**src/rtl/sscg_pkg.sv**
```systemverilog
package sscg_pkg;

    localparam int INT_W      = 10;
    localparam int FRAC_W     = 16;
    localparam int WORD_W     = INT_W + FRAC_W;
    localparam int CODE_W     = 4;
    localparam int AMP_W      = 24;
    localparam int PROD_W     = WORD_W + CODE_W + 1;
    localparam int CENTER_DIV = 800;   // 0.125 % steps of half-deviation
    localparam int DOWN_DIV   = 400;   // 0.25 % steps of full deviation

    typedef logic [WORD_W-1:0] word_t;
    typedef logic [AMP_W-1:0]  amp_t;

    typedef enum logic {
        SPREAD_CENTER = 1'b0,
        SPREAD_DOWN   = 1'b1
    } spread_e;

    typedef struct packed {
        spread_e             mode;
        logic [CODE_W-1:0]   amount;
        logic                fast;
        word_t               nom;
    } prof_cfg_t;

    localparam word_t WORD_MAX = '1;

    // Peak deviation in word units for a given mode and amount code.
    function automatic amp_t calc_amp(spread_e mode, logic [CODE_W-1:0] amount, word_t nom);
        logic [PROD_W-1:0] prod;
        prod = PROD_W'(nom) * PROD_W'({1'b0, amount} + 5'd1);
        if (mode == SPREAD_DOWN)
            return amp_t'(prod / PROD_W'(DOWN_DIV));
        else
            return amp_t'(prod / PROD_W'(CENTER_DIV));
    endfunction

    function automatic word_t sat_add(word_t base, amp_t m);
        logic [WORD_W:0] s;
        s = {1'b0, base} + (WORD_W+1)'(m);
        return s[WORD_W] ? WORD_MAX : s[WORD_W-1:0];
    endfunction

    function automatic word_t sat_sub(word_t base, amp_t m);
        logic [WORD_W:0] d;
        d = {1'b0, base} - (WORD_W+1)'(m);
        return d[WORD_W] ? '0 : d[WORD_W-1:0];
    endfunction

endpackage

```
**src/rtl/sscg_cfg_latch.sv**
```systemverilog
module sscg_cfg_latch
    import sscg_pkg::*;
#(
    parameter int PERIOD_SLOW = 800,
    parameter int PERIOD_FAST = 208,
    parameter int CNT_W       = 10
) (
    input  logic              clk,
    input  logic              rst,
    input  logic              load,
    input  prof_cfg_t         cfg_in,
    output spread_e           mode_q,
    output word_t             nom_q,
    output amp_t              amp_q,
    output amp_t              step_q,
    output logic [CNT_W-1:0]  rem_q,
    output logic [CNT_W-1:0]  len_q,
    output logic [CNT_W-1:0]  per_q
);

    localparam int LEN_CS = PERIOD_SLOW / 4;
    localparam int LEN_CF = PERIOD_FAST / 4;
    localparam int LEN_DS = PERIOD_SLOW / 2;
    localparam int LEN_DF = PERIOD_FAST / 2;

    amp_t             amp_c, step_c;
    logic [CNT_W-1:0] rem_c, len_c, per_c;

    // Divisors are constants per {mode, rate}, so each branch is a fixed divide.
    always_comb begin
        amp_c = calc_amp(cfg_in.mode, cfg_in.amount, cfg_in.nom);
        per_c = cfg_in.fast ? CNT_W'(PERIOD_FAST) : CNT_W'(PERIOD_SLOW);
        case ({cfg_in.mode == SPREAD_DOWN, cfg_in.fast})
            2'b00: begin
                len_c  = CNT_W'(LEN_CS);
                step_c = amp_c / amp_t'(LEN_CS);
                rem_c  = CNT_W'(amp_c % amp_t'(LEN_CS));
            end
            2'b01: begin
                len_c  = CNT_W'(LEN_CF);
                step_c = amp_c / amp_t'(LEN_CF);
                rem_c  = CNT_W'(amp_c % amp_t'(LEN_CF));
            end
            2'b10: begin
                len_c  = CNT_W'(LEN_DS);
                step_c = amp_c / amp_t'(LEN_DS);
                rem_c  = CNT_W'(amp_c % amp_t'(LEN_DS));
            end
            default: begin
                len_c  = CNT_W'(LEN_DF);
                step_c = amp_c / amp_t'(LEN_DF);
                rem_c  = CNT_W'(amp_c % amp_t'(LEN_DF));
            end
        endcase
    end

    always_ff @(posedge clk) begin
        if (rst) begin
            mode_q <= SPREAD_CENTER;
            nom_q  <= '0;
            amp_q  <= '0;
            step_q <= '0;
            rem_q  <= '0;
            len_q  <= CNT_W'(LEN_CS);
            per_q  <= CNT_W'(PERIOD_SLOW);
        end else if (load) begin
            mode_q <= cfg_in.mode;
            nom_q  <= cfg_in.nom;
            amp_q  <= amp_c;
            step_q <= step_c;
            rem_q  <= rem_c;
            len_q  <= len_c;
            per_q  <= per_c;
        end
    end

    AST_CFG_HOLD: assert property (@(posedge clk) disable iff (rst)
        !load |=> ($stable(nom_q) && $stable(mode_q) && $stable(per_q)));

endmodule

```
**src/rtl/sscg_tri_ramp.sv**
```systemverilog
module sscg_tri_ramp
    import sscg_pkg::*;
#(
    parameter int CNT_W = 10
) (
    input  logic              clk,
    input  logic              rst,
    input  logic              en,
    input  spread_e           mode,
    input  amp_t              amp,
    input  amp_t              step,
    input  logic [CNT_W-1:0]  rem,
    input  logic [CNT_W-1:0]  len,
    input  logic [CNT_W-1:0]  per,
    output logic              load,
    output logic              run,
    output logic              strobe,
    output logic              neg,
    output amp_t              mag
);

    logic             run_q, lobe_q;
    logic [CNT_W-1:0] cnt_q, lpos_q, err_q, err_nx;
    logic [CNT_W:0]   err_sum;
    amp_t             mag_q, delta;
    logic             carry, rising, lobe_end;

    assign load     = en && (!run_q || (cnt_q == per - 1'b1));
    assign err_sum  = {1'b0, err_q} + {1'b0, rem};
    assign carry    = err_sum >= {1'b0, len};
    assign err_nx   = carry ? CNT_W'(err_sum - {1'b0, len}) : CNT_W'(err_sum);
    assign delta    = step + amp_t'(carry);
    assign rising   = lpos_q < len;
    assign lobe_end = ({1'b0, lpos_q} == ({len, 1'b0} - 1'b1));

    // Error-accumulated ramp: after L steps the magnitude lands exactly on amp.
    always_ff @(posedge clk) begin
        if (rst || !en) begin
            run_q  <= 1'b0;
            cnt_q  <= '0;
            lpos_q <= '0;
            lobe_q <= 1'b0;
            mag_q  <= '0;
            err_q  <= '0;
        end else if (load) begin
            run_q  <= 1'b1;
            cnt_q  <= '0;
            lpos_q <= '0;
            lobe_q <= 1'b0;
            mag_q  <= '0;
            err_q  <= '0;
        end else begin
            cnt_q  <= cnt_q + 1'b1;
            err_q  <= err_nx;
            mag_q  <= rising ? mag_q + delta : mag_q - delta;
            if (lobe_end) begin
                lpos_q <= '0;
                lobe_q <= ~lobe_q;
            end else begin
                lpos_q <= lpos_q + 1'b1;
            end
        end
    end

    assign run    = run_q;
    assign strobe = run_q && (cnt_q == '0);
    assign neg    = run_q && ((mode == SPREAD_DOWN) || lobe_q);
    assign mag    = mag_q;

    AST_MAG_BOUND: assert property (@(posedge clk) disable iff (rst)
        run_q |-> (mag_q <= amp));
    AST_PEAK_EXACT: assert property (@(posedge clk) disable iff (rst)
        (run_q && lpos_q == len) |-> (mag_q == amp));
    AST_LOBE_ZERO: assert property (@(posedge clk) disable iff (rst)
        (run_q && lpos_q == '0) |-> (mag_q == '0));
    AST_STROBE_PULSE: assert property (@(posedge clk) disable iff (rst)
        strobe |=> !strobe);

endmodule

```
**src/rtl/sscg_profile_gen.sv**
```systemverilog
module sscg_profile_gen
    import sscg_pkg::*;
#(
    parameter int PERIOD_SLOW = 800,
    parameter int PERIOD_FAST = 208
) (
    input  logic                 clk,
    input  logic                 rst,
    input  logic                 en,
    input  logic [WORD_W-1:0]    nom_i,
    input  logic                 mode_i,
    input  logic [CODE_W-1:0]    amount_i,
    input  logic                 fast_i,
    output logic [WORD_W-1:0]    word_o,
    output logic                 strobe_o
);

    localparam int PMAX  = (PERIOD_SLOW > PERIOD_FAST) ? PERIOD_SLOW : PERIOD_FAST;
    localparam int CNT_W = $clog2(PMAX + 1);

    prof_cfg_t        cfg_in;
    spread_e          mode_q;
    word_t            nom_q;
    amp_t             amp_q, step_q, mag;
    logic [CNT_W-1:0] rem_q, len_q, per_q;
    logic             load, run, neg;

    assign cfg_in = '{mode: spread_e'(mode_i), amount: amount_i, fast: fast_i, nom: nom_i};

    sscg_cfg_latch #(
        .PERIOD_SLOW (PERIOD_SLOW),
        .PERIOD_FAST (PERIOD_FAST),
        .CNT_W       (CNT_W)
    ) u_cfg (
        .clk    (clk),
        .rst    (rst),
        .load   (load),
        .cfg_in (cfg_in),
        .mode_q (mode_q),
        .nom_q  (nom_q),
        .amp_q  (amp_q),
        .step_q (step_q),
        .rem_q  (rem_q),
        .len_q  (len_q),
        .per_q  (per_q)
    );

    sscg_tri_ramp #(
        .CNT_W (CNT_W)
    ) u_ramp (
        .clk    (clk),
        .rst    (rst),
        .en     (en),
        .mode   (mode_q),
        .amp    (amp_q),
        .step   (step_q),
        .rem    (rem_q),
        .len    (len_q),
        .per    (per_q),
        .load   (load),
        .run    (run),
        .strobe (strobe_o),
        .neg    (neg),
        .mag    (mag)
    );

    always_comb begin
        if (!run)
            word_o = nom_i;
        else if (neg)
            word_o = sat_sub(nom_q, mag);
        else
            word_o = sat_add(nom_q, mag);
    end

    AST_IDLE_NO_STROBE: assert property (@(posedge clk) disable iff (rst)
        !en |=> !strobe_o);
    AST_DOWN_CEILING: assert property (@(posedge clk) disable iff (rst)
        (run && mode_q == SPREAD_DOWN) |-> (word_o <= nom_q));
    AST_NO_WRAP: assert property (@(posedge clk) disable iff (rst)
        (run && !neg) |-> (word_o >= nom_q));
    AST_START_NOMINAL: assert property (@(posedge clk) disable iff (rst)
        strobe_o |-> (word_o == nom_q));

endmodule

```
**config.mk**
```make
export PLATFORM = sky130hd
export DESIGN_NAME = sscg_profile_gen
export DESIGN_NICKNAME = d
export VERILOG_FILES = /design/src/rtl/sscg_pkg.sv /design/src/rtl/sscg_cfg_latch.sv /design/src/rtl/sscg_tri_ramp.sv /design/src/rtl/sscg_profile_gen.sv
export SDC_FILE = /design/constraint.sdc
export NUM_CORES = 1
export LEC_CHECK = 0
export BUFFER_PORTS_ARGS = -buffer_cell sky130_fd_sc_hd__buf_2
export CAP_MARGIN = 20
export CORE_MARGIN = 2
export CORE_UTILIZATION = 56
export DETAILED_ROUTE_END_ITERATION = 8
export PLACE_DENSITY = 0.79
export SYNTH_ARGS = -nofsm -noshare
export SYNTH_HDL_FRONTEND = slang
export SYNTH_SLANG_ARGS = --single-unit
```
**constraint.sdc**
```tcl
create_clock -name clk -period 181.4 [get_ports clk]
set_input_delay 18.14 -clock clk [delete_from_list [all_inputs] [get_ports clk]]
set_output_delay 18.14 -clock clk [all_outputs]
set_load 0.02 [all_outputs]
```
# --- Yosys cells after proc, flatten, opt, wreduce, memory -nomap -nowiden ---
# Index checks and enable logic that the tools add are counted.
op_classes:
  add_sub_neg: 12
  mul: 1
  div: 10
  n_lt_le_gt_ge: 2
  eq_ne: 4
  shifts: 0
  n_mux: 11
  bitwise_logic: 1
  n_reduce_logical: 12
op_table:
  columns: ["operator", "n"]
  rows:
  - ["26-bit two-way mux", 4]
  - ["24-bit case mux with 3 select lines", 1]
  - ["24-bit two-way mux", 2]
  - ["31-bit by 10-bit divider with 31-bit output (second input constant)", 1]
  - ["31-bit by 9-bit divider with 31-bit output (second input constant)", 1]
  - ["26-bit by 31-bit multiplier with 31-bit output", 1]
  - ["10-bit case mux with 3 select lines", 1]
  - ["26-bit by 24-bit adder with 27-bit output", 1]
  - ["9-bit case mux with 3 select lines", 1]
  - ["26-bit by 24-bit subtractor with 27-bit output", 1]
  - ["24-bit by 1-bit adder with 24-bit output", 1]
  - ["24-bit adder", 1]
  - ["24-bit by 6-bit divider with 24-bit output (second input constant)", 1]
  - ["24-bit by 7-bit divider with 24-bit output (second input constant)", 1]
  - ["24-bit by 8-bit divider with 24-bit output (second input constant)", 1]
  - ["24-bit by 9-bit divider with 24-bit output (second input constant)", 1]
  - ["24-bit by 6-bit remainder unit with 24-bit output (second input constant)", 1]
  - ["24-bit by 7-bit remainder unit with 24-bit output (second input constant)", 1]
  - ["24-bit by 8-bit remainder unit with 24-bit output (second input constant)", 1]
  - ["24-bit by 9-bit remainder unit with 24-bit output (second input constant)", 1]
  - ["24-bit subtractor", 1]
  - ["10-bit by 1-bit adder with 10-bit output (second input constant)", 2]
  - ["10-bit two-way mux", 2]
  - ["10-bit by 10-bit adder with 11-bit output", 1]
  - ["other kinds (18)", 23]
word_totals:
  register_bits: 137
  latch_bits: 0
  ramBits: 0
  mem_bits_ro: 0
  out_inout_bits: 27
  elab_cells: 65
  mem_count: 0

# --- Logic depth before layout (Yosys ltp) ---
logic_depth:
  ltp_word: 6
  ltp_mapped: 553

# --- Cells and area by module ---
# A second synthesis with hierarchy kept.
hier_totals:
  hier_cells: 5607
  area_unflattened_um2: 40333.7
modules_own_cells:
  columns: ["mod", "n_inst", "cells_each", "area_per_inst_um2", "seq_area_each_um2"]
  rows:
  - ["sscg_cfg_latch", 1, 4286, 30867.1, 1801.7]
  - ["sscg_tri_ramp", 1, 776, 6020.8, 1121.1]
  - ["sscg_profile_gen", 1, 545, 3445.8, 0.0]

# --- Worst setup path after synthesis ---
# Ideal clock, no wire load.
synth_timing:
  path_kind: "input -> register"
  start: "in amount_i[0]"
  end: "reg u_cfg.rem_q[3]"
  setup_ps: 91
  arrival_ps: 117278
  path_slack_ps: 64031
  stages: 527
  n_path_buf: 36
  cell_sequence: "ha_1 -> xor2_1 -> clkbuf_1 -> and2_1 -> fa_1 -> fa_1 -> inv_1 -> fa_1 -> inv_1 -> ha_1 -> buf_4 -> a21o_1 -> a21oi_1 -> a211oi_2 -> o21bai_1 -> o31ai_1 -> a21oi_1 -> xor2_1 -> [... 491 more ...] -> buf_4 -> nor2_2 -> a21oi_2 -> ha_1 -> o21ai_0 -> nand2b_1 -> a21o_1 -> a21o_1 -> a21o_1 -> a21o_1 -> a21oi_1 -> nand3_1 -> nor4_1 -> and4_1 -> and3_1 -> buf_2 -> nand3_1 -> a311oi_1"
synth_via:
  elab_chain_cells: 6
synth_rtl:
  columns: ["item", "line", "rtl"]
  rows:
  - ["start: declaration", "sscg_profile_gen.sv:12", "input logic [CODE_W-1:0] amount_i,"]
  - ["4-bit by 1-bit adder with 5-bit output (*)", "sscg_pkg.sv:32", "prod = PROD_W'(nom) * PROD_W'({1'b0, amount} + 5'd1);"]
  - ["26-bit by 31-bit multiplier with 31-bit output (*)", "sscg_pkg.sv:32", null]
  - ["31-bit by 10-bit divider with 31-bit output or 31-bit by 9-bit divider with 31-bit output (tied branches)", "sscg_pkg.sv:36, sscg_pkg.sv:34", null]
  - ["24-bit two-way mux (*)", "sscg_pkg.sv:33", "if (mode == SPREAD_DOWN)"]
  - ["24-bit by 7-bit remainder unit with 24-bit output (tied with other cells)", "sscg_cfg_latch.sv:52", "rem_c = CNT_W'(amp_c % amp_t'(LEN_DF));"]
  - ["10-bit case mux with 3 select lines (*)", "sscg_cfg_latch.sv:33", "case ({cfg_in.mode == SPREAD_DOWN, cfg_in.fast})"]
  - ["end signal: assignment", "sscg_cfg_latch.sv:71", "rem_q <= rem_c;"]
  - ["end: declaration", "sscg_cfg_latch.sv:16", "output logic [CNT_W-1:0] rem_q,"]
# Mark *: on every way between the ends. The rest lies on a longest branch, timed or not.
# A chain may end at the register's enable or synchronous reset.

# --- Worst setup path in the final report ---
layout_timing:
  start: "in amount_i[0]"
  end: "reg u_cfg.rem_q[2]"
# Same word-level chain as after synthesis.

==> results.json <==
{
  "cts_made_buffers": 17,
  "grt_usage_pct": 32.0,
  "cpMostUsedCell": "o21a_1",
  "synthCells": 5194,
  "clock_latency_ns": 0.43,
  "dp_hpwl_um": 93000,
  "ys_seq_area_share_pct": 6.59,
  "antennaDiodeCount": 0,
  "postCtsHoldBufs": 0,
  "h-tree-depth": 4,
  "clockRootBuffer": "clkbuf_16",
  "fillers": 6230,
  "synth_async_sr_flop_share_pct": 0,
  "initial_core_util_pct": 56.6,
  "cts_resized": 0,
  "min_path_type": "reg2reg",
  "syn_to_final_growth_pct": 3.42,
  "most-common-layout-cells": "nor2_1, nand2_1, ha_1, a21oi_1, inv_1",
  "finalSetupViolCount": 0,
  "use_met2_pct": 53.3,
  "grt_pass1_wl_um": 190000,
  "port_buffers": 61,
  "rsz0062_at_grt": "no",
  "cpPeakStageDelay_ns": 0.94,
  "rr_startpoint": "u_cfg.rem_q[0]",
  "slowest_stage": "a211oi_1",
  "grt_use_met3_pct": 3.77,
  "setup_tns_ns": 0,
  "worstPathMaxFanout": 28,
  "synth_seq_cells": 125,
  "vias_per_cell": 6.63,
  "row_count": 95,
  "synth_area_um2": 38000,
  "cts_tree": "yes",
  "finalMaxSlewViolations": 0,
  "dp_cells": 5994,
  "cp.required_ns": 181.73,
  "layout_min_cycle_time_ns": 133.75,
  "grt_pass1_vias": 37412,
  "hp-start": "u_ramp.lpos_q[0]",
  "worst_pin_slew_ns": 1.18,
  "clock_sinks": 125,
  "yosysUniqueCellTypes": 180,
  "io_pins": 62,
  "crit_type": "in2reg",
  "slew_headroom_pct": 20.5,
  "die_width_um": 264,
  "max_freq_mhz": 7.48,
  "num_vias": 39985,
  "wl_per_cell_um": 19.3,
  "nets": 5629,
  "die_area_um2": 69900,
  "layout_commonest_cell": "nor2_1",
  "grt-ovfl-total": 0,
  "cts_setup_buffers": 0,
  "clock_skew_ns": 0.00965,
  "antenna_found_initial": 1,
  "layout-drive-gt1-share_pct": 11.1,
  "arrival_ns": 134.09,
  "drtIter0Drc": 3852,
  "synth_nets": 5680,
  "wl_um": 117000,
  "instances_no_fill": 6029,
  "ant_nets": 0,
  "ys_warn_count": 0,
  "grt.busiest_layer": "met2",
  "synth_ff_type": "dfxtp_1",
  "avgSynthCellArea_um2": 7.31,
  "finalHoldViolations": 0,
  "die_h_um": 264,
  "fp.coreArea_um2": 67200,
  "drt_pre_antenna_iters": 6,
  "synth_edf_count": 0,
  "status": "completed",
  "drcViolationCount": 0,
  "clk_pin_slew_worst_paths_ns": 0.06,
  "end_kind": "register",
  "cp-startpoint": "amount_i[0]",
  "cap_viol_max_count": 0,
  "grt_max_degree": 76,
  "start_kind": "input port",
  "place_congestion": 1.01,
  "clk_path_buf_depth": 2,
  "use_met1_pct": 41.8,
  "min_period_over_period_pct": 73.7
}
-- area by class of cell --
cell class	instances	area (um^2)	area share (%)
clock inverters	12	183	0.465
multi-input cells	4618	33400	84.9
inverters	280	1080	2.74
flip-flops and latches	125	2500	6.37
clock buffers	20	467	1.19
repair buffers	101	599	1.53
well taps	873	1090	2.78
-- synthesized netlist by cell type, types with 78 or more instances --
library cell  instances  area, um^2
ha_1                374        4680
o21ai_0             197         986
nor3_1              200        1000
clkbuf_1             84         315
nand2_1             389        1460
xnor2_1             230        2010
inv_1               264         991
nand4_1              85         532
nor2_1              561        2110
a31oi_1              78         488
dfxtp_1             125        2500
o21a_1              133         998
xor2_1              129        1130
and2_1              128         801
a21oi_1             364        1820
nand3_1             149         746
a21o_1               78         586
-- path summary, 6_finish.rpt --
path | slack, ns | endpoint | cells after the start
worst max-delay path | 47.65 | u_cfg.rem_q[2] | 494
worst min-delay path | 0.44 | u_ramp.lpos_q[0] | 1
worst max register to register | 172.73 | u_ramp.mag[22] | 46
worst min register to register | 0.44 | u_ramp.lpos_q[0] | 1
-- critical path, delay by kind of cell --
family	cells	cell delay (ns)
AO/OA/AOI/OAI	218	47.75
AND/OR/NAND/NOR	181	43.24
adder cells (fa/ha/maj)	47	15.21
multiplexers	18	5.56
buffers and inverters	29	3.69
XOR/XNOR	1	0.20
-- layer usage --
metal,routed length (um),up-vias,part of all wire [%]
met1,49900,18574,43
li1,-,19189,-
met4,5170,0,4.4
met5,0,-,0
met2,52400,1866,45
met3,9080,356,7.8
-- stage by stage --
step / area (um^2) / utilization [%] / hold WS (ns) / setup slack [ns]
2_1_floorplan: 38000 / - / 0.413 / 64.03
5_1_grt: 39300 / 58.5 / 0.479 / 38.14
3_3_place_gp: 38600 / 57.5 / 0.426 / 52.82
4_1_cts: 39300 / 58.5 / 0.442 / 49.51
6_report: 39300 / 58.5 / 0.440 / 47.65
3_5_place_dp: 38600 / 57.5 / 0.431 / 49.42
-- state kept, by name (all words and copies together), names as in the netlist, 2 cells and up --
name,count
u_ramp.lpos_q,10
u_cfg.nom_q,26
u_cfg.len_q,6
u_cfg.per_q,2
u_cfg.step_q,24
u_ramp.mag,24
u_cfg.rem_q,10
u_ramp.err_q,10
u_ramp.cnt_q,10
-- kinds of logic after synthesis --
logic type	share of synthesized area [%]
DFF	6.59
muxes	3.60
buffers and inverters	5.65
adders and majority gates	16.5
AOI/OAI and AO/OA	30.2
other	0.00987
and+or+nand+nor	29.0
xor gates and xnor gates	8.45
Power is left out: the tool's default activity adds up to more than one toggle a clock period on the data nets, which glitch-free logic cannot reach.
